<file path="config.mk">
export PLATFORM = sky130hd
export DESIGN_NAME = mmap_decoder
export DESIGN_NICKNAME = d
export VERILOG_FILES = /design/src/rtl/mmap_pkg.sv /design/src/rtl/mmap_wram_bank.sv /design/src/rtl/mmap_region_decode.sv /design/src/rtl/mmap_out_reg.sv /design/src/rtl/mmap_decoder.sv
export SDC_FILE = /design/constraint.sdc
export NUM_CORES = 1
export LEC_CHECK = 0
export ABC_AREA = 1
export ABC_CLOCK_PERIOD_IN_PS = 1260
export CORE_MARGIN = 4
export CORE_UTILIZATION = 25
export DETAILED_ROUTE_END_ITERATION = 12
export HOLD_SLACK_MARGIN = 0.1
export MAX_ROUTING_LAYER = met4
export PLACE_DENSITY_LB_ADDON = 0.05
export SLEW_MARGIN = 25
export SYNTH_ARGS = -nofsm -noshare
export SYNTH_HDL_FRONTEND = slang
export SYNTH_SLANG_ARGS = --single-unit
</file>
<file path="constraint.sdc">
create_clock -name clk -period 1.26 [get_ports clk]
set_input_delay 0.252 -clock clk [delete_from_list [all_inputs] [get_ports clk]]
set_output_delay 0.252 -clock clk [all_outputs]
set_load 0.02 [all_outputs]
</file>
<file path="src/rtl/mmap_pkg.sv">
package mmap_pkg;

  localparam int ADDR_W = 16;
  localparam int LOC_W  = 15;

  typedef enum logic [3:0] {
    RGN_NONE    = 4'd0,
    RGN_ROM_FIX = 4'd1,
    RGN_ROM_SW  = 4'd2,
    RGN_VRAM    = 4'd3,
    RGN_XRAM    = 4'd4,
    RGN_CLOCK   = 4'd5,
    RGN_WRAM_LO = 4'd6,
    RGN_WRAM_SW = 4'd7,
    RGN_SPRITE  = 4'd8,
    RGN_IO      = 4'd9,
    RGN_HRAM    = 4'd10,
    RGN_IE      = 4'd11,
    RGN_BANKCTL = 4'd12
  } region_e;

  typedef struct packed {
    region_e          sel;
    logic [LOC_W-1:0] loc;
    logic             rd;
    logic             wr;
    logic             closed_rd;
  } route_t;

endpackage

</file>
<file path="src/rtl/mmap_wram_bank.sv">
module mmap_wram_bank #(
  parameter int DATA_W = 8,
  parameter int BANK_W = 3
) (
  input  logic              clk,
  input  logic              rst,
  input  logic              wr_en,
  input  logic [DATA_W-1:0] wdata,
  output logic [BANK_W-1:0] bank
);

  localparam logic [BANK_W-1:0] BANK_ONE = BANK_W'(1);

  logic [BANK_W-1:0] masked;
  logic [BANK_W-1:0] bank_nxt;

  always_comb begin
    masked   = wdata[BANK_W-1:0];
    bank_nxt = (masked == '0) ? BANK_ONE : masked;
  end

  always_ff @(posedge clk) begin
    if (rst) begin
      bank <= BANK_ONE;
    end else if (wr_en) begin
      bank <= bank_nxt;
    end
  end

endmodule

</file>
<file path="src/rtl/mmap_region_decode.sv">
module mmap_region_decode
  import mmap_pkg::*;
#(
  parameter int                SPRITE_MODE_W   = 2,
  parameter int                SPRITE_MODE_MAX = 2,
  parameter int                BANK_W          = 3,
  parameter logic [ADDR_W-1:0] SPRITE_BASE     = 16'hFE00,
  parameter logic [ADDR_W-1:0] GAP_BASE        = 16'hFEA0,
  parameter logic [ADDR_W-1:0] IO_BASE         = 16'hFF00,
  parameter logic [ADDR_W-1:0] HRAM_BASE       = 16'hFF80,
  parameter logic [ADDR_W-1:0] IE_ADDR         = 16'hFFFF
) (
  input  logic [ADDR_W-1:0]        addr,
  input  logic                     rd,
  input  logic                     wr,
  input  logic                     xram_en,
  input  logic                     clock_en,
  input  logic [SPRITE_MODE_W-1:0] mode,
  input  logic [BANK_W-1:0]        bank,
  output route_t                   route
);

  localparam int PAGE_OFF_W = 12;
  localparam int ROM_OFF_W  = 14;
  localparam int VRAM_OFF_W = 13;
  localparam int SPR_OFF_W  = 8;
  localparam int TOP_OFF_W  = 7;

  logic    is_wr;
  logic    is_rd;
  logic    open_hit;
  logic    sprite_open;
  region_e hit_sel;
  logic [LOC_W-1:0] hit_loc;

  always_comb begin
    is_wr       = wr;
    is_rd       = rd & ~wr;
    sprite_open = (int'(mode) < SPRITE_MODE_MAX);
    open_hit    = 1'b0;
    hit_sel     = RGN_NONE;
    hit_loc     = '0;

    unique case (addr[ADDR_W-1:ADDR_W-4])
      4'h0, 4'h1, 4'h2, 4'h3: begin
        open_hit = 1'b1;
        if (is_wr) begin
          hit_sel = RGN_BANKCTL;
          hit_loc = LOC_W'(addr[LOC_W-1:0]);
        end else begin
          hit_sel = RGN_ROM_FIX;
          hit_loc = LOC_W'(addr[ROM_OFF_W-1:0]);
        end
      end
      4'h4, 4'h5, 4'h6, 4'h7: begin
        open_hit = 1'b1;
        if (is_wr) begin
          hit_sel = RGN_BANKCTL;
          hit_loc = LOC_W'(addr[LOC_W-1:0]);
        end else begin
          hit_sel = RGN_ROM_SW;
          hit_loc = LOC_W'(addr[ROM_OFF_W-1:0]);
        end
      end
      4'h8, 4'h9: begin
        open_hit = 1'b1;
        hit_sel  = RGN_VRAM;
        hit_loc  = LOC_W'(addr[VRAM_OFF_W-1:0]);
      end
      4'hA, 4'hB: begin
        if (clock_en) begin
          open_hit = 1'b1;
          hit_sel  = RGN_CLOCK;
          hit_loc  = '0;
        end else if (xram_en) begin
          open_hit = 1'b1;
          hit_sel  = RGN_XRAM;
          hit_loc  = LOC_W'(addr[VRAM_OFF_W-1:0]);
        end
      end
      4'hC, 4'hE: begin
        open_hit = 1'b1;
        hit_sel  = RGN_WRAM_LO;
        hit_loc  = LOC_W'(addr[PAGE_OFF_W-1:0]);
      end
      4'hD: begin
        open_hit = 1'b1;
        hit_sel  = RGN_WRAM_SW;
        hit_loc  = LOC_W'({bank, addr[PAGE_OFF_W-1:0]});
      end
      default: begin
        if (addr < SPRITE_BASE) begin
          open_hit = 1'b1;
          hit_sel  = RGN_WRAM_SW;
          hit_loc  = LOC_W'({bank, addr[PAGE_OFF_W-1:0]});
        end else if (addr < GAP_BASE) begin
          if (sprite_open) begin
            open_hit = 1'b1;
            hit_sel  = RGN_SPRITE;
            hit_loc  = LOC_W'(addr[SPR_OFF_W-1:0]);
          end
        end else if (addr < IO_BASE) begin
          open_hit = 1'b0;
        end else if (addr < HRAM_BASE) begin
          open_hit = 1'b1;
          hit_sel  = RGN_IO;
          hit_loc  = LOC_W'(addr[TOP_OFF_W-1:0]);
        end else if (addr < IE_ADDR) begin
          open_hit = 1'b1;
          hit_sel  = RGN_HRAM;
          hit_loc  = LOC_W'(addr[TOP_OFF_W-1:0]);
        end else begin
          open_hit = 1'b1;
          hit_sel  = RGN_IE;
          hit_loc  = '0;
        end
      end
    endcase

    route           = '0;
    route.sel       = RGN_NONE;
    if (is_rd || is_wr) begin
      if (open_hit) begin
        route.sel = hit_sel;
        route.loc = hit_loc;
        route.rd  = is_rd;
        route.wr  = is_wr;
      end else begin
        route.closed_rd = is_rd;
      end
    end
  end

endmodule

</file>
<file path="src/rtl/mmap_out_reg.sv">
module mmap_out_reg
  import mmap_pkg::*;
#(
  parameter int DATA_W = 8
) (
  input  logic              clk,
  input  logic              rst,
  input  route_t            route_d,
  input  logic [DATA_W-1:0] wdata_d,
  input  logic [DATA_W-1:0] tgt_rdata,
  output route_t            route_q,
  output logic [DATA_W-1:0] wdata_q,
  output logic [DATA_W-1:0] cpu_rdata
);

  localparam logic [DATA_W-1:0] OPEN_BUS = {DATA_W{1'b1}};

  always_ff @(posedge clk) begin
    if (rst) begin
      route_q     <= '0;
      route_q.sel <= RGN_NONE;
      wdata_q     <= '0;
    end else begin
      route_q <= route_d;
      wdata_q <= wdata_d;
    end
  end

  assign cpu_rdata = route_q.closed_rd ? OPEN_BUS : tgt_rdata;

endmodule

</file>
<file path="src/rtl/mmap_decoder.sv">
module mmap_decoder
  import mmap_pkg::*;
#(
  parameter int                DATA_W          = 8,
  parameter int                BANK_W          = 3,
  parameter int                MODE_W          = 2,
  parameter int                SPRITE_MODE_MAX = 2,
  parameter logic [ADDR_W-1:0] SPRITE_BASE     = 16'hFE00,
  parameter logic [ADDR_W-1:0] GAP_BASE        = 16'hFEA0,
  parameter logic [ADDR_W-1:0] IO_BASE         = 16'hFF00,
  parameter logic [ADDR_W-1:0] HRAM_BASE       = 16'hFF80,
  parameter logic [ADDR_W-1:0] IE_ADDR         = 16'hFFFF
) (
  input  logic              clk,
  input  logic              rst,
  input  logic [15:0]       cpu_addr,
  input  logic [DATA_W-1:0] cpu_wdata,
  input  logic              cpu_rd,
  input  logic              cpu_wr,
  output logic [DATA_W-1:0] cpu_rdata,
  input  logic              ext_ram_en,
  input  logic              clock_reg_en,
  input  logic [MODE_W-1:0] vid_mode,
  input  logic              bank_wr,
  input  logic [DATA_W-1:0] bank_wdata,
  output logic [3:0]        tgt_sel,
  output logic [14:0]       tgt_loc,
  output logic              tgt_rd,
  output logic              tgt_wr,
  output logic [DATA_W-1:0] tgt_wdata,
  input  logic [DATA_W-1:0] tgt_rdata,
  output logic [BANK_W-1:0] wram_bank
);

  route_t route_d;
  route_t route_q;

  mmap_wram_bank #(
    .DATA_W(DATA_W),
    .BANK_W(BANK_W)
  ) u_bank (
    .clk  (clk),
    .rst  (rst),
    .wr_en(bank_wr),
    .wdata(bank_wdata),
    .bank (wram_bank)
  );

  mmap_region_decode #(
    .SPRITE_MODE_W  (MODE_W),
    .SPRITE_MODE_MAX(SPRITE_MODE_MAX),
    .BANK_W         (BANK_W),
    .SPRITE_BASE    (SPRITE_BASE),
    .GAP_BASE       (GAP_BASE),
    .IO_BASE        (IO_BASE),
    .HRAM_BASE      (HRAM_BASE),
    .IE_ADDR        (IE_ADDR)
  ) u_dec (
    .addr    (cpu_addr),
    .rd      (cpu_rd),
    .wr      (cpu_wr),
    .xram_en (ext_ram_en),
    .clock_en(clock_reg_en),
    .mode    (vid_mode),
    .bank    (wram_bank),
    .route   (route_d)
  );

  mmap_out_reg #(
    .DATA_W(DATA_W)
  ) u_out (
    .clk      (clk),
    .rst      (rst),
    .route_d  (route_d),
    .wdata_d  (cpu_wdata),
    .tgt_rdata(tgt_rdata),
    .route_q  (route_q),
    .wdata_q  (tgt_wdata),
    .cpu_rdata(cpu_rdata)
  );

  assign tgt_sel = route_q.sel;
  assign tgt_loc = route_q.loc;
  assign tgt_rd  = route_q.rd;
  assign tgt_wr  = route_q.wr;

endmodule

</file>
* Word level (Yosys, flattened, before mapping)
Index checks and enable logic that the tools add are counted.
Storage, ports and cells: register bits 33, bits in latches 0, memory bits (writable) 0, memory bits (read-only) 0, input bits 49, output and inout port bits 40, logic and storage cells 73, memories kept 0
Cells by class: add/subtract/negate cells 0, $mul 0, divide/modulo/power cells 0, magnitude comparators 6, equality and inequality tests 14, shift-type cells 0, muxes and demuxes 30, bitwise logic cells 4, reductions and logical operators 12
Operators with widths (number):
- two-way mux 15 bit | 6
- less-than comparator 16 bit, second input constant | 5
- one-hot mux 15 bit (5 select lines) | 1
- two-way mux 4 bit | 8
- equality test 4 bit, second input constant | 7
- one-hot mux 4 bit (6 select lines) | 1
- equality test 4 x 3 -> 1 bit, second input constant | 4
- two-way mux 8 bit | 2
- two-way mux 13 bit | 1
- OR reduction 13 bit | 1
- equality test 4 x 2 -> 1 bit, second input constant | 2
- OR reduction 4 bit | 2
- OR reduction 8 bit | 1
- two-way mux 1 bit | 7
- two-way mux 7 bit | 1
- two-way mux 3 bit | 2
- OR reduction 2 bit | 3
- OR reduction 3 bit | 2
- equality test 4 x 1 -> 1 bit, second input constant | 1
- zero test 4 bit | 1
- zero test 3 bit | 1
- NOT 1 bit | 3
- less-than comparator 2 bit, second input constant | 1
- one-hot mux 1 bit (2 select lines) | 1
- 2 further kinds | 2

* Depth between registers and ports, before layout
Gate-level depths: netlist of run 1.
depth in word-level cells 7, gate-level depth with buffers 9

* Cells and area by module
Synthesis of run 1 repeated with hierarchy kept, for this count alone.
Unflattened totals: cells, all modules 236, area, all modules 1579.0 µm²
By module, submodules not included:
- mmap_out_reg | times used 1, cells an instance 110, area each 923.4 µm²
- mmap_region_decode | times used 1, cells an instance 107, area each 530.5 µm²
- mmap_wram_bank | times used 1, cells an instance 19, area each 125.1 µm²

* Least setup slack after synthesis of run 1
No wires, ideal clock.
path type input-to-reg, start point input cpu_addr[13], end point register u_out.route_q[3] (netlist name), setup time 0.113 ns, data arrival time 1.034 ns, slack 0.113 ns, cell stages on the path 9, buffers on the path 0, path through nand2_1 > nor2_4 > inv_2 > nor2_2 > inv_1 > nand2_1 > nand3_4 > nand2_1 > nor2_1
On the way: longest elaborated chain between the ends 7, elaborated cells on any way between the ends 37, classes of those cells order compare: 5; eq/ne: 14; mux: 10; bitwise: 1; reduce/logical: 7
Ends and longest elaborated chain:
- start: declaration | line mmap_decoder.sv:16 | input logic [15:0] cpu_addr,
- less-than comparator 16 bit, on equally long branches | line mmap_region_decode.sv:108, mmap_region_decode.sv:102
- two-way mux 7 bit / two-way mux 1 bit (equally long branches) | line mmap_region_decode.sv:108, mmap_region_decode.sv:102
- two-way mux 15 bit / two-way mux 1 bit (equally long branches) | line mmap_region_decode.sv:104, mmap_region_decode.sv:96
- two-way mux 15 bit / two-way mux 1 bit (equally long branches) | line mmap_region_decode.sv:102, mmap_region_decode.sv:92
- two-way mux 15 bit / one-hot mux 1 bit (2 select lines) (equally long branches) | line mmap_region_decode.sv:96, mmap_region_decode.sv:44
- two-way mux 15 bit / NOT 1 bit (equally long branches)
- one-hot mux 15 bit (5 select lines) / OR reduction 3 bit (equally long branches)
Several ways; a longest one is shown, not always the timed one. A chain may end at the register's enable or synchronous reset.

* Worst setup path after layout of run 1
start point register u_out.route_q[0] (netlist name), end point output cpu_rdata[7]
On the way: longest elaborated chain between the ends 1
Ends and longest elaborated chain:
- two-way mux 8 bit | line mmap_out_reg.sv:29 | assign cpu_rdata = route_q.closed_rd ? OPEN_BUS : tgt_rdata;
- end: declaration | line mmap_decoder.sv:20 | output logic [DATA_W-1:0] cpu_rdata,
Every way passes these cells.

==> flow_metrics.env, run 1 <==
export IMPL_status="complete, but fails checks"
export IMPL_violations="setup timing"
export IMPL_area_delta_synth_final_pct=76.9
export IMPL_grt_pass1_vias=1528
export IMPL_maxSlewHeadroom_pct=82.3
export IMPL_hold_path_class="primary input to flip-flop"
export IMPL_layout_common_cells="40 x dlygate4sd2_1, 32 x dfxtp_1, 30 x nand2_1"
export IMPL_synth_compound_area_share_pct=9.08
export IMPL_grt_pass1_wl_mm=7.09
export IMPL_cts_inserted_buffers=5
export IMPL_ir_drop_uv=500
export IMPL_antenna_cells=0
export IMPL_worst_r2r_endpoint="u_out.route_q[16]"
export IMPL_clk_pin_slew_ps=70
export IMPL_synth_edff_count=0
export IMPL_grtUsageTotal_pct=12.7
export IMPL_synthSimpleGateAreaFrac_pct=29.7
export IMPL_h_tree_depth=2
export IMPL_fin_ws_ps=-98.4
export IMPL_cp_max_fo=5
export IMPL_grt_ovfl_total=0
export IMPL_worstSetupPathType="flip-flop to output pin"
export IMPL_io_buffers=82
export IMPL_avgRoutedWirePerCell_microns=11.5
export IMPL_cp_end_kind="output pin"
export IMPL_synth_area_mux_share_pct=0
export IMPL_async_flop_share_pct=0
export IMPL_hold_path_end="u_out.route_q[5]"
export IMPL_gp_congestion=0.785
export IMPL_cts_sinks=33
export IMPL_leakagePower_nw=1.37
export IMPL_required_ps=1010
export IMPL_synth_ff_latch_count=33
export IMPL_final_util_pct=46.8
export IMPL_drv_cap=0
export IMPL_synth_top_family_by_area="simple AND/OR/NAND/NOR gates"
export IMPL_drc=0
export IMPL_worst_hold_slack_ps=234
export IMPL_worstRegToRegCells=5
export IMPL_max_freq_mhz=736
export IMPL_synth_xor_area_share_pct=0
export IMPL_synthesis_nets=247
export IMPL_cts_root_buffer="clkbuf_8"
export IMPL_first_iter_violations=72
export IMPL_cts_tree="built"
export IMPL_ys_flop_type="dfxtp_1"
export IMPL_synth_warning_count=0
export IMPL_rrSetupSlack_ps=350
export IMPL_ctsHoldBuffers=0
export IMPL_core_area_sq_um=5680
export IMPL_final_common_cell="dlygate4sd2_1"
export IMPL_rsz0062_at_grt="yes"
export IMPL_grt_max_degree=11
export IMPL_placed_cell_area_sq_um=2440
export IMPL_maxSlewViolCount=0
export IMPL_worstMarginPinSlew_ps=262
export IMPL_power_total_w=0.00251
export IMPL_setup_violations=8
export IMPL_synth_seq_area_share_pct=44.0
export IMPL_syn_instance_count=198
export IMPL_fp_dieW_microns=85.5
export IMPL_period_minus_slack_ps=1360
export IMPL_vias_per_cell=4.04
export IMPL_power_density_nw_per_um2=946
export IMPL_r2r_start="u_bank.bank[1]"
export IMPL_first_pass_iters=4
export IMPL_n_fill_cell=617
export IMPL_worstPathArrival_ps=1110
export IMPL_syn_area_sq_um=1500
export IMPL_start_util_pct=26.5
export IMPL_synth_avg_cell_area_sq_um=7.58
export IMPL_finalWirelength_mm=4.27
export IMPL_yosysUniqueCellTypes=24
export IMPL_hold_start="cpu_addr[2]"
export IMPL_hold_path_depth=3
export IMPL_antenna_found_initial=0
export IMPL_drive_above_1_share_pct=31.1
export IMPL_period_share_pct=108
export IMPL_final_area_sq_um=2660
export IMPL_crit_start="u_out.route_q[0]"
export IMPL_hpwl_mm=3.42
export IMPL_crit_path_start_kind="flip-flop"
export IMPL_clk_path_buf_depth=2
export IMPL_boundaryPins=89
export IMPL_rows=27
export IMPL_hold_viol=0
export IMPL_synth_fa_ha_area_share_pct=0
export IMPL_final_nets=348
export IMPL_fp_dieArea_sq_um=7310
export IMPL_postRouteAntennaNets=0
export IMPL_clock_latency_ps=280
export IMPL_fin_skew_ps=0.664
export IMPL_via_count=1500
export IMPL_die_h_microns=85.5
## cells in the mapped netlist, types with 2 or more instances
library cell   n  area (sq um)
a21oi_1        7          35.0
a21oi_2        3          26.3
buf_4         19           143
buf_6          2          22.5
dfxtp_1       33           661
inv_1         23          86.3
nand2_1       36           135
nand3_1        9          45.0
nand4_1        2          12.5
nor2_1        34           128
nor2_4         2          22.5
o21ai_0        8          40.0
or2_2          9          56.3
## sequential cells by signal (all words and copies together), names as in the netlist
register and cells:
u_out.route_q 22, u_bank.bank 3, u_out.wdata_q 8
## worst max path at each step
| stage | end | depth (start not counted) |
|---|---|---|
| 6_report | cpu_rdata[7] | 3 |
| 5_1_grt | cpu_rdata[4] | 3 |
| 4_1_cts | cpu_rdata[4] | 3 |
| 3_5_place_dp | u_out.route_q[6] | 10 |
| 3_3_place_gp | u_out.route_q[3] | 10 |
| 2_1_floorplan | u_out.route_q[3] | 9 |
## final cells by class
cell class | count | area (sq um) | share of cell area (%)
Multi-Input combinational cell | 119 | 676 | 25.4
Tap cell | 72 | 90.1 | 3.39
Inverter | 24 | 90.1 | 3.39
Clock buffer | 7 | 86.3 | 3.25
Sequential cell | 33 | 664 | 25.0
Timing Repair Buffer | 116 | 1050 | 39.5
## per-layer routing
metal / up-vias / part of all wire (%) / track usage (%)
li1: 800 / - / -
met1: 653 / 44 / 15.1
met2: 41 / 48 / 20.6
met3: 6 / 6.6 / 3.65
met4: 0 / 1.5 / 4.32
met5: - / 0 / -
## what timing repair did
action                                  CTS  global route
endpoints found under the setup margin   62            33
cloned                                    1             0
pin swaps                                13            10
resized for setup                       125            25
buffers inserted                          6             1
## critical path, cell delays in order (launching register included)
cell and delay (ps):
dfxtp_4 360, buf_6 120, or2_4 220, buf_6 130
## where the power goes
part	switching (W)	internal (W)	total (W)
Clock	0.000368	0.000433	0.000801
Sequential	0.0000140	0.00110	0.00111
Combinational	0.000294	0.000305	0.000599
## kinds of logic after synthesis
kind of cell	count (synthesis)
AND/OR/NAND/NOR	97
AO/OA/AOI/OAI	22
buffers and inverters	46
flip-flops	33
## per-stage QoR
step,instances,TNS [ps],setup WS [ps]
floorplan,198,0,113
global placement,356,-15640,-588
detailed placement,356,-15890,-604
CTS,370,-748,-143
global route,371,-858,-142
finish,371,-575,-98.4
(Power assumes the default switching activity.)
==> run 2, diff against run 1 <==
- ABC_AREA: 1 -> default
==> flow_metrics.env, run 2 <==
export IMPL_max_freq_mhz=769
export IMPL_final_util_pct=48.5
export IMPL_syn_area_sq_um=1480
export IMPL_layout_common_cells="42 x dlygate4sd2_1, 32 x dfxtp_1, 27 x buf_4"
export IMPL_antenna_found_initial=0
export IMPL_maxSlewHeadroom_pct=80.9
export IMPL_clk_pin_slew_ps=70
export IMPL_hold_path_depth=2
export IMPL_synthesis_nets=200
export IMPL_cts_sinks=33
export IMPL_synth_avg_cell_area_sq_um=9.83
export IMPL_hpwl_mm=3.42
export IMPL_vias_per_cell=4.29
export IMPL_hold_start="cpu_addr[6]"
export IMPL_regMostFlops="u_out.route_q"
export IMPL_grt_ovfl_total=0
export IMPL_first_iter_violations=16
export IMPL_setup_violations=2
export IMPL_period_share_pct=103
export IMPL_synth_seq_area_share_pct=44.5
export IMPL_drive_above_1_share_pct=34.7
export IMPL_drc=0
export IMPL_power_density_nw_per_um2=997
export IMPL_swShare_pct=26.0
export IMPL_die_h_microns=85.0
export IMPL_worstPathArrival_ps=1050
export IMPL_gp_congestion=0.783
export IMPL_cp_max_fo=1
export IMPL_maxSlewViolCount=0
export IMPL_hold_path_class="primary input to flip-flop"
export IMPL_postRouteAntennaNets=0
export IMPL_yosysUniqueCellTypes=38
export IMPL_boundaryPins=89
export IMPL_via_count=1385
export IMPL_grt_pass1_vias=1499
export IMPL_start_util_pct=26.3
export IMPL_syn_instance_count=151
export IMPL_rows=27
export IMPL_power_frac_comb_pct=22.6
export IMPL_grt_max_degree=13
export IMPL_yosysMostFrequentCell="dfxtp_1"
export IMPL_synth_edff_count=0
export IMPL_area_delta_synth_final_pct=84.4
export IMPL_drv_cap=0
export IMPL_worst_hold_slack_ps=257
export IMPL_avgRoutedWirePerCell_microns=13.8
export IMPL_grt_pass1_wl_mm=7.30
export IMPL_finalWirelength_mm=4.46
export IMPL_fp_dieArea_sq_um=7230
export IMPL_clk_path_buf_depth=2
export IMPL_fin_ws_ps=-40.6
export IMPL_first_pass_iters=4
export IMPL_ys_flop_type="dfxtp_1"
export IMPL_synth_area_leader_cell="dfxtp_1"
export IMPL_largest_reg_flops=22
export IMPL_fin_skew_ps=3.03
export IMPL_final_area_sq_um=2740
export IMPL_rsz0062_at_grt="yes"
export IMPL_final_common_cell="dlygate4sd2_1"
export IMPL_synth_warning_count=0
export IMPL_grtUsageTotal_pct=13.1
export IMPL_fp_dieW_microns=85.0
export IMPL_async_flop_share_pct=0
export IMPL_antenna_cells=0
export IMPL_hold_path_end="u_out.route_q[9]"
export IMPL_worstRegToRegCells=3
export IMPL_core_area_sq_um=5640
export IMPL_period_minus_slack_ps=1300
export IMPL_p_switching_w=0.000709
export IMPL_worstSetupPathType="primary input to output pin"
export IMPL_io_buffers=82
export IMPL_crit_path_start_kind="primary input"
export IMPL_cts_root_buffer="clkbuf_8"
export IMPL_worst_r2r_endpoint="u_out.route_q[17]"
export IMPL_required_ps=1010
export IMPL_cts_tree="built"
export IMPL_cp_end_kind="output pin"
export IMPL_h_tree_depth=2
export IMPL_ys_top_cells_by_area="dfxtp_1 45%, buf_4 10%, nor2b_1 4.6%"
export IMPL_status="complete, but fails checks"
export IMPL_synth_ff_latch_count=33
export IMPL_hold_viol=0
export IMPL_worstMarginPinSlew_ps=287
export IMPL_seq_power_share_pct=40.7
export IMPL_leakagePower_nw=1.33
export IMPL_violations="setup timing"
export IMPL_reg_largest_list="u_out.route_q x22, u_out.wdata_q x8, u_bank.bank x3"
export IMPL_synth_common_cells="33 x dfxtp_1, 20 x buf_4, 12 x nor2_1, 11 x nor2b_1, 9 x or2_2"
export IMPL_yosys_area_top_type_share_pct=44.5
export IMPL_clock_latency_ps=290
export IMPL_placed_cell_area_sq_um=2450
export IMPL_cts_inserted_buffers=5
export IMPL_final_nets=299
export IMPL_p_int_w=0.00202
export IMPL_setup_tns_ps=-50.8
export IMPL_ir_drop_uv=425
export IMPL_pwr_share_clk_pct=36.6
export IMPL_rrSetupSlack_ps=470
export IMPL_r2r_start="u_bank.bank[2]"
==> run 2: worst max-delay path by stage <==
stage                                start                 to
after floorplan                cpu_addr[6]  u_out.route_q[20]
after global placement         cpu_addr[1]   u_out.route_q[6]
after detailed placement       cpu_addr[6]   u_out.route_q[4]
after CTS                 u_out.route_q[0]       cpu_rdata[3]
after global routing          tgt_rdata[1]       cpu_rdata[1]
final                         tgt_rdata[1]       cpu_rdata[1]
==> run 2: timing repair <==
item	4_1_cts	5_1_grt
pin swaps	10	12
setup endpoints to repair	61	27
gates cloned	1	0
resized for setup	106	46
setup buffers	2	1
hold buffers	0	0
==> run 2: worst max-delay path: stages <==
cell and delay, ps:
clkdlybuf4s50_1 410, or2_4 250, buf_6 130
==> run 2: cells by family after synthesis <==
| group | share of synthesized area [%] |
|---|---|
| and+or+nand+nor | 29.0 |
| buffers and inverters | 12.4 |
| DFF | 44.5 |
| muxes | 1.35 |
| AOI/OAI and AO/OA | 12.7 |
==> run 2: final cells by class <==
type	count	area [sq um]
Sequential cell	33	664
Multi-Input combinational cell	91	759
Timing Repair Buffer	114	1090
Inverter	5	18.8
Fill cell	548	2910
Tap cell	72	90.1
Clock buffer	5	68.8
Clock inverter	3	46.3
==> run 2: metrics by stage <==
stage,total power [W],worst slack [ps],std cells
final,0.00273,-40.6,323
after floorplan,0.00142,52.3,151
after global placement,0.00175,-490,311
after detailed placement,0.00175,-525,311
after global routing,0.00286,-50.3,323
after CTS,0.00275,-96.7,322
==> run 2: routing by layer <==
metal	up-vias	track usage (%)	routed length, microns
met5	-	-	0
met4	0	3.88	53
met3	5	3.79	286
met2	45	24.2	2470
met1	638	13.4	1650
li1	697	-	-
==> run 2: power by group through the flow <==
stage / Combinational (W) / Sequential [W] / Clock, W
after floorplan: 0.000250 / 0.00117 / 0
after global placement: 0.000610 / 0.00114 / 0
after detailed placement: 0.000613 / 0.00114 / 0
after CTS: 0.000593 / 0.00111 / 0.00105
after global routing: 0.000664 / 0.00112 / 0.00108
final: 0.000618 / 0.00111 / 0.000999
